## src/rtl/dpll_pkg.sv

```systemverilog
package dpll_pkg;
  typedef enum logic [2:0] {
    PD_NONE = 3'b000,
    PD_LAG  = 3'b001,
    PD_HOLD = 3'b010,
    PD_LEAD = 3'b100
  } pd_e;
endpackage

```

## src/rtl/dpll_cfg.sv

```systemverilog
module dpll_cfg #(
  parameter int K_W    = 12,
  parameter int K_MIN  = 118,
  parameter int K_MAX  = 2221,
  parameter int K_DEF  = 256,
  parameter int RATIO  = 169,
  parameter int SYNC_M = 338,
  parameter int M_W    = 19,
  parameter int N_W    = 11
) (
  input  logic           clk_i,
  input  logic           rst_ni,
  input  logic           mode_i,
  input  logic [K_W-1:0] k_i,
  input  logic           k_load_i,
  output logic [K_W-1:0] k_o,
  output logic [M_W-1:0] m_lim_o,
  output logic [N_W-1:0] n_lim_o
);
  logic [K_W-1:0] k_q;
  logic           k_ok;

  assign k_ok = !k_i[0] && (k_i >= K_W'(K_MIN)) && (k_i <= K_W'(K_MAX));

  always_ff @(posedge clk_i or negedge rst_ni) begin
    if (!rst_ni)              k_q <= K_W'(K_DEF);
    else if (k_load_i && k_ok) k_q <= k_i;
  end

  assign k_o     = k_q;
  assign m_lim_o = mode_i ? (M_W'(RATIO) * M_W'(k_q) + M_W'(1)) : M_W'(SYNC_M);
  assign n_lim_o = mode_i ? N_W'(k_q >> 1) : N_W'(1);
endmodule

```

## src/rtl/dpll_div.sv

```systemverilog
module dpll_div #(
  parameter int W = 8
) (
  input  logic         clk_i,
  input  logic         rst_ni,
  input  logic         pulse_i,
  input  logic [W-1:0] lim_i,
  output logic         term_o
);
  logic [W-1:0] cnt_q;

  // >= keeps the count bounded when the limit shrinks mid-count
  assign term_o = pulse_i && (cnt_q >= lim_i - W'(1));

  always_ff @(posedge clk_i or negedge rst_ni) begin
    if (!rst_ni)      cnt_q <= '0;
    else if (pulse_i) cnt_q <= term_o ? '0 : cnt_q + W'(1);
  end
endmodule

```

## src/rtl/dpll_bbpd.sv

```systemverilog
module dpll_bbpd
  import dpll_pkg::*;
(
  input  logic       clk_i,
  input  logic       rst_ni,
  input  logic       fb_term_i,
  input  logic       tick_i,
  output logic [2:0] pd_o
);
  logic       lvl_q;
  logic [1:0] smp_q;
  logic       ph_q;
  pd_e        pd_q;
  logic       s_a, s_t, s_b, early, late;

  assign s_a   = smp_q[1];
  assign s_t   = smp_q[0];
  assign s_b   = lvl_q;
  assign early = (s_a != s_t) && (s_t == s_b);
  assign late  = (s_a == s_t) && (s_t != s_b);

  always_ff @(posedge clk_i or negedge rst_ni) begin
    if (!rst_ni) begin
      lvl_q <= 1'b0;
      smp_q <= '0;
      ph_q  <= 1'b0;
      pd_q  <= PD_NONE;
    end else begin
      if (fb_term_i) lvl_q <= ~lvl_q;
      if (tick_i) begin
        smp_q <= {smp_q[0], lvl_q};
        ph_q  <= ~ph_q;
      end
      if (tick_i && ph_q) pd_q <= early ? PD_LEAD : (late ? PD_LAG : PD_HOLD);
      else                pd_q <= PD_NONE;
    end
  end

  assign pd_o = pd_q;
endmodule

```

## src/rtl/dpll_loop.sv

```systemverilog
module dpll_loop
  import dpll_pkg::*;
#(
  parameter int DAC_W    = 16,
  parameter int KP       = 64,
  parameter int LOCK_N   = 1024,
  parameter int LOCK_WIN = 8
) (
  input  logic             clk_i,
  input  logic             rst_ni,
  input  logic [2:0]       pd_i,
  output logic [DAC_W-1:0] dac_o,
  output logic             locked_o
);
  localparam int SW = DAC_W + 3;
  localparam int RW = (LOCK_N > 1) ? $clog2(LOCK_N) : 1;
  localparam int DW = $clog2(LOCK_WIN + 1) + 2;
  localparam logic signed [SW-1:0] IMAX_S = SW'(2 ** (DAC_W - 1) - 1);
  localparam logic signed [SW-1:0] MID_S  = SW'(2 ** (DAC_W - 1));
  localparam logic signed [SW-1:0] DMAX_S = SW'(2 ** DAC_W - 1);
  localparam logic signed [SW-1:0] KP_S   = SW'(KP);
  localparam logic signed [DW-1:0] WIN_S  = DW'(LOCK_WIN);

  logic signed [SW-1:0] integ_q, dir, raw, integ_n, prop, sum;
  logic signed [DW-1:0] drift_q, drift_n;
  logic [RW-1:0]        run_q;
  logic [DAC_W-1:0]     dac_q, dac_n;
  logic                 lock_q, act;

  always_comb begin
    act     = (pd_i != PD_NONE);
    dir     = (pd_i == PD_LEAD) ? SW'(1) : ((pd_i == PD_LAG) ? -SW'(1) : '0);
    prop    = (pd_i == PD_LEAD) ? KP_S   : ((pd_i == PD_LAG) ? -KP_S   : '0);
    raw     = integ_q + dir;
    integ_n = (raw > IMAX_S) ? IMAX_S : ((raw < -IMAX_S) ? -IMAX_S : raw);
    sum     = MID_S + integ_n + prop;
    if (sum < 0)           dac_n = '0;
    else if (sum > DMAX_S) dac_n = DMAX_S[DAC_W-1:0];
    else                   dac_n = sum[DAC_W-1:0];
    drift_n = drift_q + dir[DW-1:0];
  end

  always_ff @(posedge clk_i or negedge rst_ni) begin
    if (!rst_ni) begin
      integ_q <= '0;
      dac_q   <= MID_S[DAC_W-1:0];
      drift_q <= '0;
      run_q   <= '0;
      lock_q  <= 1'b0;
    end else if (act) begin
      integ_q <= integ_n;
      dac_q   <= dac_n;
      if (drift_n > WIN_S || drift_n < -WIN_S) begin
        drift_q <= '0;
        run_q   <= '0;
        lock_q  <= 1'b0;
      end else if (run_q == RW'(LOCK_N - 1)) begin
        drift_q <= '0;
        run_q   <= '0;
        lock_q  <= 1'b1;
      end else begin
        drift_q <= drift_n;
        run_q   <= run_q + RW'(1);
      end
    end
  end

  assign dac_o    = dac_q;
  assign locked_o = lock_q;
endmodule

```

## src/rtl/dpll_core.sv

```systemverilog
module dpll_core #(
  parameter int K_W      = 12,
  parameter int K_MIN    = 118,
  parameter int K_MAX    = 2221,
  parameter int K_DEF    = 256,
  parameter int RATIO    = 169,
  parameter int SYNC_M   = 338,
  parameter int DAC_W    = 16,
  parameter int KP       = 64,
  parameter int LOCK_N   = 1024,
  parameter int LOCK_WIN = 8,
  localparam int M_W     = $clog2(RATIO * K_MAX + 2),
  localparam int N_W     = $clog2(K_MAX / 2 + 1)
) (
  input  logic             clk_i,
  input  logic             rst_ni,
  input  logic             ref_pulse_i,
  input  logic             fb_pulse_i,
  input  logic             mode_i,
  input  logic [K_W-1:0]   k_i,
  input  logic             k_load_i,
  output logic [K_W-1:0]   k_o,
  output logic [M_W-1:0]   div_m_o,
  output logic [N_W-1:0]   div_n_o,
  output logic [2:0]       pd_o,
  output logic [DAC_W-1:0] dac_o,
  output logic             locked_o
);
  logic [M_W-1:0] m_lim;
  logic [N_W-1:0] n_lim;
  logic           fb_term, tick;

  dpll_cfg #(
    .K_W(K_W), .K_MIN(K_MIN), .K_MAX(K_MAX), .K_DEF(K_DEF),
    .RATIO(RATIO), .SYNC_M(SYNC_M), .M_W(M_W), .N_W(N_W)
  ) u_cfg (
    .clk_i(clk_i), .rst_ni(rst_ni), .mode_i(mode_i), .k_i(k_i),
    .k_load_i(k_load_i), .k_o(k_o), .m_lim_o(m_lim), .n_lim_o(n_lim)
  );

  dpll_div #(.W(M_W)) u_fb_div (
    .clk_i(clk_i), .rst_ni(rst_ni), .pulse_i(fb_pulse_i), .lim_i(m_lim), .term_o(fb_term)
  );

  dpll_div #(.W(N_W)) u_ref_div (
    .clk_i(clk_i), .rst_ni(rst_ni), .pulse_i(ref_pulse_i), .lim_i(n_lim), .term_o(tick)
  );

  dpll_bbpd u_pd (
    .clk_i(clk_i), .rst_ni(rst_ni), .fb_term_i(fb_term), .tick_i(tick), .pd_o(pd_o)
  );

  dpll_loop #(
    .DAC_W(DAC_W), .KP(KP), .LOCK_N(LOCK_N), .LOCK_WIN(LOCK_WIN)
  ) u_loop (
    .clk_i(clk_i), .rst_ni(rst_ni), .pd_i(pd_o), .dac_o(dac_o), .locked_o(locked_o)
  );

  assign div_m_o = m_lim;
  assign div_n_o = n_lim;
endmodule

```

## config.mk

```make
export PLATFORM = sky130hd
export DESIGN_NAME = dpll_core
export DESIGN_NICKNAME = d
export VERILOG_FILES = /design/src/rtl/dpll_pkg.sv /design/src/rtl/dpll_cfg.sv /design/src/rtl/dpll_div.sv /design/src/rtl/dpll_bbpd.sv /design/src/rtl/dpll_loop.sv /design/src/rtl/dpll_core.sv
export SDC_FILE = /design/constraint.sdc
export NUM_CORES = 1
export LEC_CHECK = 0
export BUFFER_PORTS_ARGS = -buffer_cell sky130_fd_sc_hd__buf_2
export CAP_MARGIN = 20
export CELL_PAD_IN_SITES_DETAIL_PLACEMENT = 1
export CELL_PAD_IN_SITES_GLOBAL_PLACEMENT = 2
export CORE_UTILIZATION = 35
export CTS_CLUSTER_DIAMETER = 30
export CTS_CLUSTER_SIZE = 20
export DETAILED_ROUTE_END_ITERATION = 10
export PLACE_DENSITY = 0.73
export SLEW_MARGIN = 20
export SYNTH_ARGS = -nofsm -noshare
export SYNTH_HDL_FRONTEND = slang
export SYNTH_SLANG_ARGS = --single-unit
```

## constraint.sdc

```tcl
create_clock -name clk_i -period 9.7 [get_ports clk_i]
set_input_delay 1.455 -clock clk_i [delete_from_list [all_inputs] [get_ports clk_i]]
set_output_delay 1.455 -clock clk_i [all_outputs]
set_load 0.005 [all_outputs]
```

==> results of run 1 <==
[cells in the final DEF, fill, tap and decap left out, types with 7 or more instances in the layout]
master     netlist  routed
ha_1           136     136
dfrtp_1         99      99
nor2_1          94      94
nand2_1         91      91
inv_1           82      82
buf_2            4      79
o21ai_0         67      67
a21oi_1         52      52
xnor2_1         51      51
xor2_1          37      37
nand3_1         32      32
nor3_1          26      25
a21o_1          24      24
fa_1            16      16
and3_1          15      15
o21a_1          14      14
nand4_1         13      13
nor2b_1         13      13
a31oi_1         12      12
clkbuf_16        0       9
o211ai_1         8       8
a211oi_1         8       8
or3_1            8       8
mux2_2           8       8
nand2b_1         8       8
and2_1           8       8
a22o_1           8       8
buf_4            0       7
[how the worst min path moves through the flow]
stage	cells after the start	endpoint	slack [ns]	start
5_1_grt	2	u_loop.dac_o[13]$_DFFE_PN0P_	0.52	u_loop.dac_o[13]$_DFFE_PN0P_
3_5_place_dp	2	u_loop.integ_q[16]$_DFFE_PN0P_	0.47	u_loop.integ_q[16]$_DFFE_PN0P_
6_report	2	u_loop.dac_o[14]$_DFFE_PN0P_	0.48	u_loop.dac_o[14]$_DFFE_PN0P_
3_3_place_gp	2	u_loop.dac_o[14]$_DFFE_PN0P_	0.46	u_loop.dac_o[14]$_DFFE_PN0P_
4_1_cts	2	u_loop.dac_o[14]$_DFFE_PN0P_	0.49	u_loop.dac_o[14]$_DFFE_PN0P_
2_1_floorplan	2	u_loop.integ_q[15]$_DFFE_PN0P_	0.45	u_loop.integ_q[15]$_DFFE_PN0P_
[power breakdown]
part           switching, uW  total, uW  internal (uW)
logic                    981       1710            729
clock network            182        369            186
registers                109        624            516
total                   1270       2700           1430
[sequential cells by signal, indices dropped and copies added, names as in the netlist]
signal	flops
u_fb_div.cnt_q	19
u_loop.integ_q	19
u_loop.dac_o	16
u_cfg.k_o	12
u_ref_div.cnt_q	11
u_loop.run_q	10
u_loop.drift_q	6
u_pd.pd_o	3
u_pd.smp_q	2
u_loop.locked_o	1
u_pd.lvl_q	1
u_pd.ph_q	1
[worst max-delay path, cell delays in order (launching register included)]
cell      delay [ns]
dfrtp_1         0.46
nor3b_4         0.63
buf_4           0.42
ha_1            0.39
nand3_1         0.26
nor3_1          0.10
a22oi_1         0.29
mux2_2          0.37
a211oi_1        0.52
and3_1          0.29
a211oi_4        0.11
nor2_4          0.50
o21ai_0         0.16
ha_1            0.31
ha_1            0.24
fa_1            0.41
a21o_1          0.21
a211oi_1        0.25
nor2_1          0.10
o41ai_1         0.53
nor2_1          0.08
o21a_1          0.21
o22ai_1         0.42
buf_2           0.29
nor2_1          0.06
o21ai_0         0.17
[metrics by stage]
step | instances | instance area [um^2] | setup WS [ns] | total power, uW
floorplan | 1083 | 9480 | 2.23 | 1850
global placement | 1471 | 10200 | 1.85 | 2340
detailed placement | 1471 | 10200 | 1.58 | 2360
CTS | 1487 | 10500 | 1.55 | 2760
global route | 1488 | 10500 | 1.25 | 2980
finish | 1488 | 10500 | 1.82 | 2700
[logic make-up after synthesis]
kind of cell | Yosys count | share of synthesized area, %
and+or+nand+nor | 346 | 18.0
AOI/OAI and AO/OA | 267 | 19.4
adders and majority gates | 152 | 21.3
buffers and inverters | 115 | 4.79
DFF | 101 | 26.7
xor gates and xnor gates | 89 | 8.30
muxes | 13 | 1.48
[final cells by class]
class                   count  area, um^2
well taps                 335         419
fillers                  3112       15800
flip-flops and latches    101        2530
clock buffers              10         239
repair buffers             86         448
multi-input cells         867        6510
inverters                  83         312
clock inverters             6        55.1
[metal layers]
metal / vias to the layer above / global-route usage [%]
met5: - / 0
met4: 0 / 3.46
met3: 14 / 2.12
met2: 65 / 33.1
met1: 3942 / 24.6
li1: 4014 / -
[cells in the mapped netlist, types with 12 or more instances]
library cell	number	area (um^2)
xnor2_1	51	447
dfrtp_1	99	2480
a21oi_1	52	260
ha_1	136	1700
o21ai_0	67	335
nand3_1	32	160
fa_1	16	320
clkbuf_1	20	75.1
nor2b_1	13	81.3
nor3_1	26	130
xor2_1	37	324
a21o_1	24	180
nor2_1	94	353
nand2_1	91	342
nand4_1	13	81.3
and3_1	15	93.8
a31oi_1	12	75.1
o21a_1	14	105
inv_1	82	308
==> summary.md, run 1 <==
| Metric | Value |
|---|---|
| Status | complete, but fails checks |
| Failing checks | DRC |
| Seq/Total Area, Yosys | 26.7% |
| Vias in the first global route | 8142 |
| Final hold violations | 0 |
| H-tree Lvls | 3 |
| Syn nets | around 1300 |
| First-pass GRT wire length | ~42000 um |
| Post-Syn Area | 0.00948 mm^2 |
| Leak | 0.00523 uW |
| Starting Density | 36.0% |
| Max layer used | met4 |
| Placeable Area | about 0.026 mm^2 |
| Metal-1 WL | 12200 um |
| Met3 Wirelength | ~430 um |
| Die height | 167 um |
| Row cnt | 59 |
| CTS tree | done |
| Clock Latency Late Sink | 0.36 ns |
| Crit path to | u_loop.dac_o[11]$_DFFE_PN0P_ |
| Die area | 0.0278 mm^2 |
| Worst r2r dst | u_loop.dac_o[11]$_DFFE_PN0P_ |
| Util after Layout | roughly two fifths |
| EDFF count, synth | 0 |
| Hpwl dp | 19900 um |
| Die width | 167 um |
| Kind of critical path | flop to flop |
| # diodes | 0 |
| WL/cell | approximately 17 um |
| Clk buf depth | 2 |
| Data required, critical path | 9.97 ns |
| Fin nets | 1318 |
| Synth Flop Type | dfrtp_1 |
| Clock transition at path regs | 0.08 ns |
| Final max-slew violation count | 0 |
| Vias per cell | roughly 5.4 |
| Area grow syn2layout | 10.9% |
| YS warnings | 0 |
| RSZ-0062 raised after global routing | no |
| Layout Skew | around 0.014 ns |
| Synth cell types | 82 |
| Met2 wire length | roughly 12000 um |
| Final wirelength | between 20000 and 30000 um |
| MaxCap Viol Count | 0 |
| CP arrival | ~8.2 ns |
| Post-route ant nets | 0 |
| Routability Congestion | about 0.78 |
| Post-CTS resize count | 0 |
| Reg2reg start | u_pd.pd_o[2]$_DFF_PN0_ |
| Buffers on Ports | 79 |
| Crit path from | u_pd.pd_o[2]$_DFF_PN0_ |
| Hold_buf cts | 0 |
| Slew HR | 37.9% |
| FF+latch count, synth | a little over 100 |
| Cts bufs inserted | 9 |
| Least-Margin Pin Slew | between 0.9 and 1 ns |
| Post-route minimum period | slightly below 8 ns |
| Pwr dens | around 260 mW/mm^2 |
| Maximum clock rate | 127 MHz |
| Largest net degree at the start of global routing | a little under 70 |
| Number of top-level pins | 80 |
| Drt first pass iters | 7 |
| Root buffer cell | clkbuf_16 |
| DRC | 2 |
| Min Hold Slack | 0.484 ns |
| Setup crit end kind | flop |
| Maximum fanout along the worst path | 25 |
| Avg Synthesized Cell Area | 8.76 um^2 |
| R2R Setup Slk | 1.82 ns |
| Worst vdd ir | around 150 uV |
| Final worst-path cycle share | 81.2% |
| CP startpoint kind | flop |
| R2r worst-path depth | 25 |
| Async set or reset register ratio after synthesis | 100% |
| Setup TNS | 0 ns |
| Class of the worst hold path | flop to flop |
| CTS sink count | 101 |
| Vias | 8035 |
| Mapped Cells | 1083 |
| Total grt overflow | 0 |
| Setup-failing EPs final | 0 |
| DR iter-0 viols | 256 |
| Share of layout cells above drive strength 1 | 12.4% |
| Initial antenna violation count | 0 |
| Setup Buffers After CTS | 0 |
| Total Routing Usage GR | 18.7% |
Note: power is estimated with default switching activity, not from simulation.
==> run 2, diff against run 1 <==
CORE_UTILIZATION = 34   (was 35)
PLACE_DENSITY = 0.74   (was 0.73)
clock period = 6.8 ns   (was 9.7 ns; I/O delays follow)
==> run 2 against run 1 <==
Against the previous run:
- the run now ends clean
- maximum frequency grew 23%
- worst hold slack improved by 0.0016 ns
- wire length grew 5.2%
- first-iteration DRC count grew 53%
- cell count increased by 4.6%
- combinational power up 47%
- via count increased by 1.7%
- die area up 2.9%
- sequential power rose by 42%
- clock skew rose by 0.0011 ns
- design area increased by 2.9%
- global-route usage up 0.61 points
- largest power group unchanged
==> summary.md, run 2 (same netlist as run 1, synthesis figures left out) <==
| Metric | Value |
|---|---|
| Setup TNS | 0 ns (unchanged) |
| Kind of critical path | flop to flop |
| Clock Latency Late Sink | 0.36 ns (about the same) |
| RSZ-0062 raised after global routing | no |
| Total grt overflow | 0 (unchanged) |
| Initial antenna violation count | 0 (unchanged) |
| Share of layout cells above drive strength 1 | 15.2% (+2.8 points) |
| Total Routing Usage GR | 19.3% (+0.61 points) |
| Delay-heaviest family, CP | compound AO/OA/AOI/OAI gates |
| Vias per cell | 5.25 (-2.8%) |
| Least-Margin Pin Slew | 0.940 ns (+0.00842 ns) |
| Maximum fanout along the worst path | 13 (-48%) |
| First-pass GRT wire length | 44500 um (+5.4%) |
| Hold_buf cts | 0 (unchanged) |
| Largest net degree at the start of global routing | 72 (+5.9%) |
| Row cnt | 60 (+1.7%) |
| H-tree Lvls | 3 (unchanged) |
| Status | finished, final reports clean |
| Pwr dens | 363 mW/mm^2 (+41%) |
| Final worst-path cycle share | 93.9% (+13 points) |
| Post-route minimum period | 6.38 ns (-1.49 ns) |
| Vias in the first global route | 8326 (+2.3%) |
| Drt first pass iters | 4 (-3) |
| Vias | 8169 (+1.7%) |
| Root buffer cell | clkbuf_16 |
| WL/cell | 17.0 um (+0.64%) |
| CP arrival | 6.65 ns (-1.50 ns) |
| Met3 Use GR | 2.17% (+0.059 points) |
| Clk buf depth | 2 (unchanged) |
| CTS sink count | 101 (unchanged) |
| Hpwl dp | 20900 um (+4.9%) |
| Setup crit end kind | flop |
| Clock transition at path regs | 0.08 ns (about the same) |
| Number of top-level pins | 80 (unchanged) |
| Routability Congestion | 0.818 (+4.5%) |
| Die area | 0.0286 mm^2 (+2.9%) |
| Worst vdd ir | 232 uV (+55%) |
| Final wirelength | 26500 um (+5.2%) |
| M1 GR Usage | 28.0% (+3.4 points) |
| Setup-failing EPs final | 0 (unchanged) |
| Area grow syn2layout | 14.1% |
| CTS tree | done |
| Layout Cells excl Fill | 1556 (+4.6%) |
| Final hold violations | 0 (unchanged) |
| Crit path buf inv count | 3 (+1) |
| Data required, critical path | 7.06 ns (-2.91 ns) |
| Final max-slew violation count | 0 (unchanged) |
| CP startpoint kind | flop |
| MaxCap Viol Count | 0 (unchanged) |
| Leak | 0.00539 uW (+3.1%) |
| Slowest stage delay, CP | 0.53 ns (-0.10 ns) |
| Commonest non-fill, non-tap cell in the layout | ha_1 |
| # diodes | 0 (unchanged) |
| Cts bufs inserted | 9 (unchanged) |
| Buffers on Ports | 79 (unchanged) |
| Commonest cells after routing, fill and taps aside | ha_1, dfrtp_1, nor2_1 |
| Most used cell, CP | ha_1 |
| Starting Density | 34.9% (-1.1 points) |
| DRC | 0 (-2) |
| Layout Skew | 0.0148 ns (+0.00115 ns) |
| Placeable Area | 0.0272 mm^2 (+3.1%) |
| DR iter-0 viols | 391 (+53%) |
| Die width | 169 um (+1.4%) |
| Met2 GRT Util | 31.2% (-1.9 points) |
| Post-route ant nets | 0 (unchanged) |
| Die height | 169 um (+1.4%) |
| Class of the worst hold path | flop to flop |
| Post-layout total power | 3930 uW (+45%) |
| Maximum clock rate | 157 MHz (+23%) |
| Slowest CP cell | or4_4 |
| Most used routing layer | met2 |
| Slew HR | 37.4% (-0.56 points) |
| DP Cell Count | 1536 (+4.4%) |
| Fin nets | 1349 (+2.4%) |
==> run 2: cell type report <==
type                       instances  area, um^2
clock buffer                      10         229
clock inverter                     6        56.3
fill                            3261       16400
inverter                          83         312
multi-input combinational        867        6550
sequential                       101        2530
tap                              372         465
timing repair buffer             117         683
==> run 2: final timing paths <==
check,from,to,slack [ns],cells past startpoint
max in group asynchronous,rst_ni,u_loop.run_q[4]$_DFFE_PN0P_,4.91,2
setup reg to reg,u_pd.pd_o[0]$_DFF_PN0_,u_loop.dac_o[4]$_DFFE_PN0P_,0.42,25
setup / recovery,u_pd.pd_o[0]$_DFF_PN0_,u_loop.dac_o[4]$_DFFE_PN0P_,0.42,25
hold / removal,u_loop.dac_o[10]$_DFFE_PN0P_,u_loop.dac_o[10]$_DFFE_PN0P_,0.49,2
min in group asynchronous,rst_ni,u_fb_div.cnt_q[4]$_DFFE_PN0P_,0.58,1
hold reg to reg,u_loop.dac_o[10]$_DFFE_PN0P_,u_loop.dac_o[10]$_DFFE_PN0P_,0.49,2
==> run 2: repair_timing <==
item | 4_1_cts | 5_1_grt
endpoints found under the setup margin | 0 | 35
gates resized for setup | 0 | 9
buffers inserted | 0 | 4
==> run 2: through the flow <==
step                      hold WS, ns  util (%)  cell area (um^2)  setup WS, ns
after floorplan                 0.453         -              9500       0.00621
after global placement          0.465      38.6             10500         0.333
after detailed placement        0.471      38.6             10500         0.196
after CTS                       0.491      39.6             10800         0.146
after global routing            0.524      39.8             10800       0.00831
final                           0.485      39.8             10800         0.417
==> run 2: layer usage <==
metal | share of wire [%] | vias up
li1 | - | 4069
met1 | 51 | 4009
met2 | 46 | 79
met3 | 2.5 | 12
met4 | 0.80 | 0
met5 | 0 | -
==> run 2: power breakdown <==
group | switching, uW | total, uW | internal, uW
sequential | 151 | 886 | 736
clock | 261 | 516 | 256
combinational | 1440 | 2520 | 1080
==> run 2: worst register-to-register path, cell delays in order (launching register included) <==
cell and delay, ns:
dfrtp_1 0.44, nor3b_4 0.17, buf_4 0.17, buf_4 0.20, ha_1 0.41, and2_4 0.20
nand3_2 0.11, or4_4 0.53, a211oi_2 0.31, nor3_2 0.12, xnor2_2 0.29, inv_2 0.14
nor2_4 0.17, o21ai_0 0.10, ha_1 0.28, ha_1 0.24, fa_1 0.41, a21o_1 0.21
a211oi_1 0.24, nor2_1 0.11, o41ai_2 0.37, nor2_1 0.09, o21a_1 0.21, o22a_2 0.31
a32o_1 0.29, a41oi_1 0.17
==> run 3, diff against run 2 <==
CORE_UTILIZATION = 35   (was 34)
PLACE_DENSITY = 0.73   (was 0.74)
clock period = 7.8 ns   (was 6.8 ns; I/O delays follow)
==> run 3 against run 2 <==
Against the previous run:
- the flow now finishes with violations (DRC)
- sequential power decreased by 13%
- setup slack improved by 0.36 ns
- core utilization increased by 0.51 points
- wire length decreased by 0.39%
- clock power decreased by 5.6%
- clock-buffer cell count decreased by 1
- worst hold slack got worse by 0.0029 ns
- cell count decreased by 3.5%
- first-iteration DRC count decreased by 26%
- die area decreased by 2.8%
- critical path type unchanged
==> summary.md, run 3 (same netlist as run 1, synthesis figures left out) <==
| Metric | Value |
|---|---|
| Slew HR | 49.0% (+12 points) |
| Final hold violations | 0 (unchanged) |
| Int Pwr | 1800 uW (-13%) |
| Post-CTS resize count | 0 (unchanged) |
| Commonest non-fill, non-tap cell in the layout | ha_1 |
| Hold Path End | u_loop.dac_o[15]$_DFFE_PN1P_ |
| Least-Margin Pin Slew | 0.765 ns (-0.175 ns) |
| Sw Share | 47.5% (+0.39 points) |
| CP startpoint kind | flop |
| Logic pwr share | 63.4% (-0.9 points) |
| Clock Latency Late Sink | 0.36 ns (about the same) |
| First-pass GRT wire length | 43900 um (-1.2%) |
| Setup-failing EPs final | 0 (unchanged) |
| # diodes | 0 (unchanged) |
| Initial antenna violation count | 0 (unchanged) |
| Drt first pass iters | 7 (+3) |
| Kind of critical path | flop to flop |
| Fin nets | 1331 (-1.3%) |
| Hpwl dp | 20600 um (-1.2%) |
| Worst r2r dst | u_loop.dac_o[4]$_DFFE_PN0P_ |
| Final worst-path cycle share | 90.1% (-3.8 points) |
| Failing checks | DRC |
| MaxCap Viol Count | 0 (unchanged) |
| R2R Setup Slk | 0.77 ns (+0.36 ns) |
| Routability Congestion | 0.844 (+3.1%) |
| Setup Buffers After CTS | 0 (unchanged) |
| Share of layout cells above drive strength 1 | 13.3% (-1.9 points) |
| WL/cell | 17.6 um (+3.3%) |
| Die height | 167 um (-1.4%) |
| Post-route minimum period | 7.03 ns (+0.645 ns) |
| RSZ-0062 raised after global routing | no |
| Cts bufs inserted | 9 (unchanged) |
| CTS tree | done |
| Starting Density | 36.0% (+1.1 points) |
| Area grow syn2layout | 12.1% |
| Setup crit end kind | flop |
| Vias in the first global route | 8396 (+0.84%) |
| Post-layout total power | 3430 uW (-13%) |
| DRC | 2 (+2) |
| Status | complete, but fails checks |
| R2r worst-path depth | 24 (-4.0%) |
| Hold_buf cts | 0 (unchanged) |
| Total Routing Usage GR | 19.5% (+0.22 points) |
| Hold Startpoint | u_loop.dac_o[15]$_DFFE_PN1P_ |
| Vias | 8134 (-0.43%) |
| Leak | 0.00530 uW (-1.7%) |
| Commonest cells after routing, fill and taps aside | ha_1, dfrtp_1, nor2_1 |
| Hold-critical path depth | 2 (unchanged) |
| Layout Skew | 0.0127 ns (-0.00211 ns) |
| Sw power | 1630 uW (-12%) |
| Class of the worst hold path | flop to flop |
| Setup TNS | 0 ns (unchanged) |
| Final max-slew violation count | 0 (unchanged) |
| Sequential Power Share | 22.4% (-0.2 points) |
| Row cnt | 59 (-1.7%) |
| Maximum fanout along the worst path | 28 (+15) |
| Clock transition at path regs | 0.08 ns (about the same) |
| Data required, critical path | 8.01 ns (+0.95 ns) |
| Final wirelength | 26400 um (-0.39%) |
| CTS sink count | 101 (unchanged) |
| Vias per cell | 5.42 (+3.2%) |
| Maximum clock rate | 142 MHz (-9.2%) |
| Clock Power Share | 14.2% (+1.0 points) |
| Placeable Area | 0.0264 mm^2 (-3.0%) |
| Die width | 167 um (-1.4%) |
| Post-route ant nets | 0 (unchanged) |
| Clk buf depth | 2 (unchanged) |
| Largest net degree at the start of global routing | 57 (-21%) |
| Root buffer cell | clkbuf_16 |
| Number of top-level pins | 80 (unchanged) |
| Pwr dens | 323 mW/mm^2 (-11%) |
| CP arrival | 7.23 ns (+0.58 ns) |
| H-tree Lvls | 3 (unchanged) |
| Worst vdd ir | 179 uV (-23%) |
| Reg2reg start | u_pd.pd_o[2]$_DFF_PN0_ |
| Buffers on Ports | 79 (unchanged) |
| Die area | 0.0278 mm^2 (-2.8%) |
| DR iter-0 viols | 289 (-26%) |
| Total grt overflow | 0 (unchanged) |
## run 3: cell types whose count changed in the layout (fill, tap and decap cells not counted), moves of 2 or more
cell,change
buf_4,-19
inv_8,+2
o21ai_0,+2
clkinv_4,-2
## run 3: how the worst max path moves through the flow
stage          cells after the start  slack (ns)                   start                     endpoint
2_1_floorplan                     25        0.33  u_pd.pd_o[2]$_DFF_PN0_  u_loop.dac_o[5]$_DFFE_PN0P_
3_3_place_gp                      23        0.83  u_pd.pd_o[2]$_DFF_PN0_  u_loop.dac_o[1]$_DFFE_PN0P_
3_5_place_dp                      23        0.81  u_pd.pd_o[2]$_DFF_PN0_  u_loop.dac_o[4]$_DFFE_PN0P_
4_1_cts                           23        0.79  u_pd.pd_o[2]$_DFF_PN0_  u_loop.dac_o[4]$_DFFE_PN0P_
5_1_grt                           23        0.25  u_pd.pd_o[2]$_DFF_PN0_  u_loop.dac_o[2]$_DFFE_PN0P_
6_report                          24        0.77  u_pd.pd_o[2]$_DFF_PN0_  u_loop.dac_o[4]$_DFFE_PN0P_
## run 3: cell type report
cell class	instances	area, um^2
Clock buffer	9	225
Clock inverter	7	81.3
Fill cell	3125	15700
Inverter	83	312
Multi-Input combinational cell	867	6510
Sequential cell	101	2530
Tap cell	335	419
Timing Repair Buffer	99	552
## run 3: metal layers
metal	vias up	track usage (%)	routed length, um
li1	4027	-	-
met1	4008	26.2	12700
met2	83	34.0	12800
met3	16	2.26	616
met4	0	3.42	225
met5	-	0	0
## run 3: through the flow
stage / hold slack, ns / instance area (um^2) / std cells / utilization, % / worst slack [ns]
floorplan: 0.453 / 9480 / 1083 / - / 0.334
global placement: 0.469 / 10300 / 1484 / 39.1 / 0.833
detailed placement: 0.469 / 10300 / 1485 / 39.2 / 0.812
CTS: 0.488 / 10600 / 1501 / 40.3 / 0.789
global route: 0.502 / 10600 / 1501 / 40.3 / 0.246
finish: 0.482 / 10600 / 1501 / 40.3 / 0.772
## run 3: worst max-delay path, stage by stage (launching register included)
cell	delay (ns)
dfrtp_1	0.46
nor3b_4	0.30
buf_4	0.41
ha_1	0.41
nand3_1	0.28
nor3_1	0.10
a22oi_1	0.28
mux2_2	0.37
a211oi_1	0.50
and3_1	0.29
a211oi_4	0.11
nor2_4	0.16
o21ai_0	0.13
ha_1	0.32
ha_1	0.24
fa_1	0.41
a21o_1	0.21
a211oi_1	0.27
nor2_1	0.10
o41ai_1	0.50
nor3b_1	0.12
nor3_1	0.22
o22a_1	0.41
a32o_1	0.23
a41oi_1	0.04
## run 3: power groups by stage
stage | clock [uW] | combinational, uW | sequential, uW
floorplan | 0 | 1560 | 743
global placement | 0 | 2170 | 781
detailed placement | 0 | 2190 | 780
CTS | 505 | 2210 | 771
global route | 521 | 2480 | 791
finish | 487 | 2170 | 769
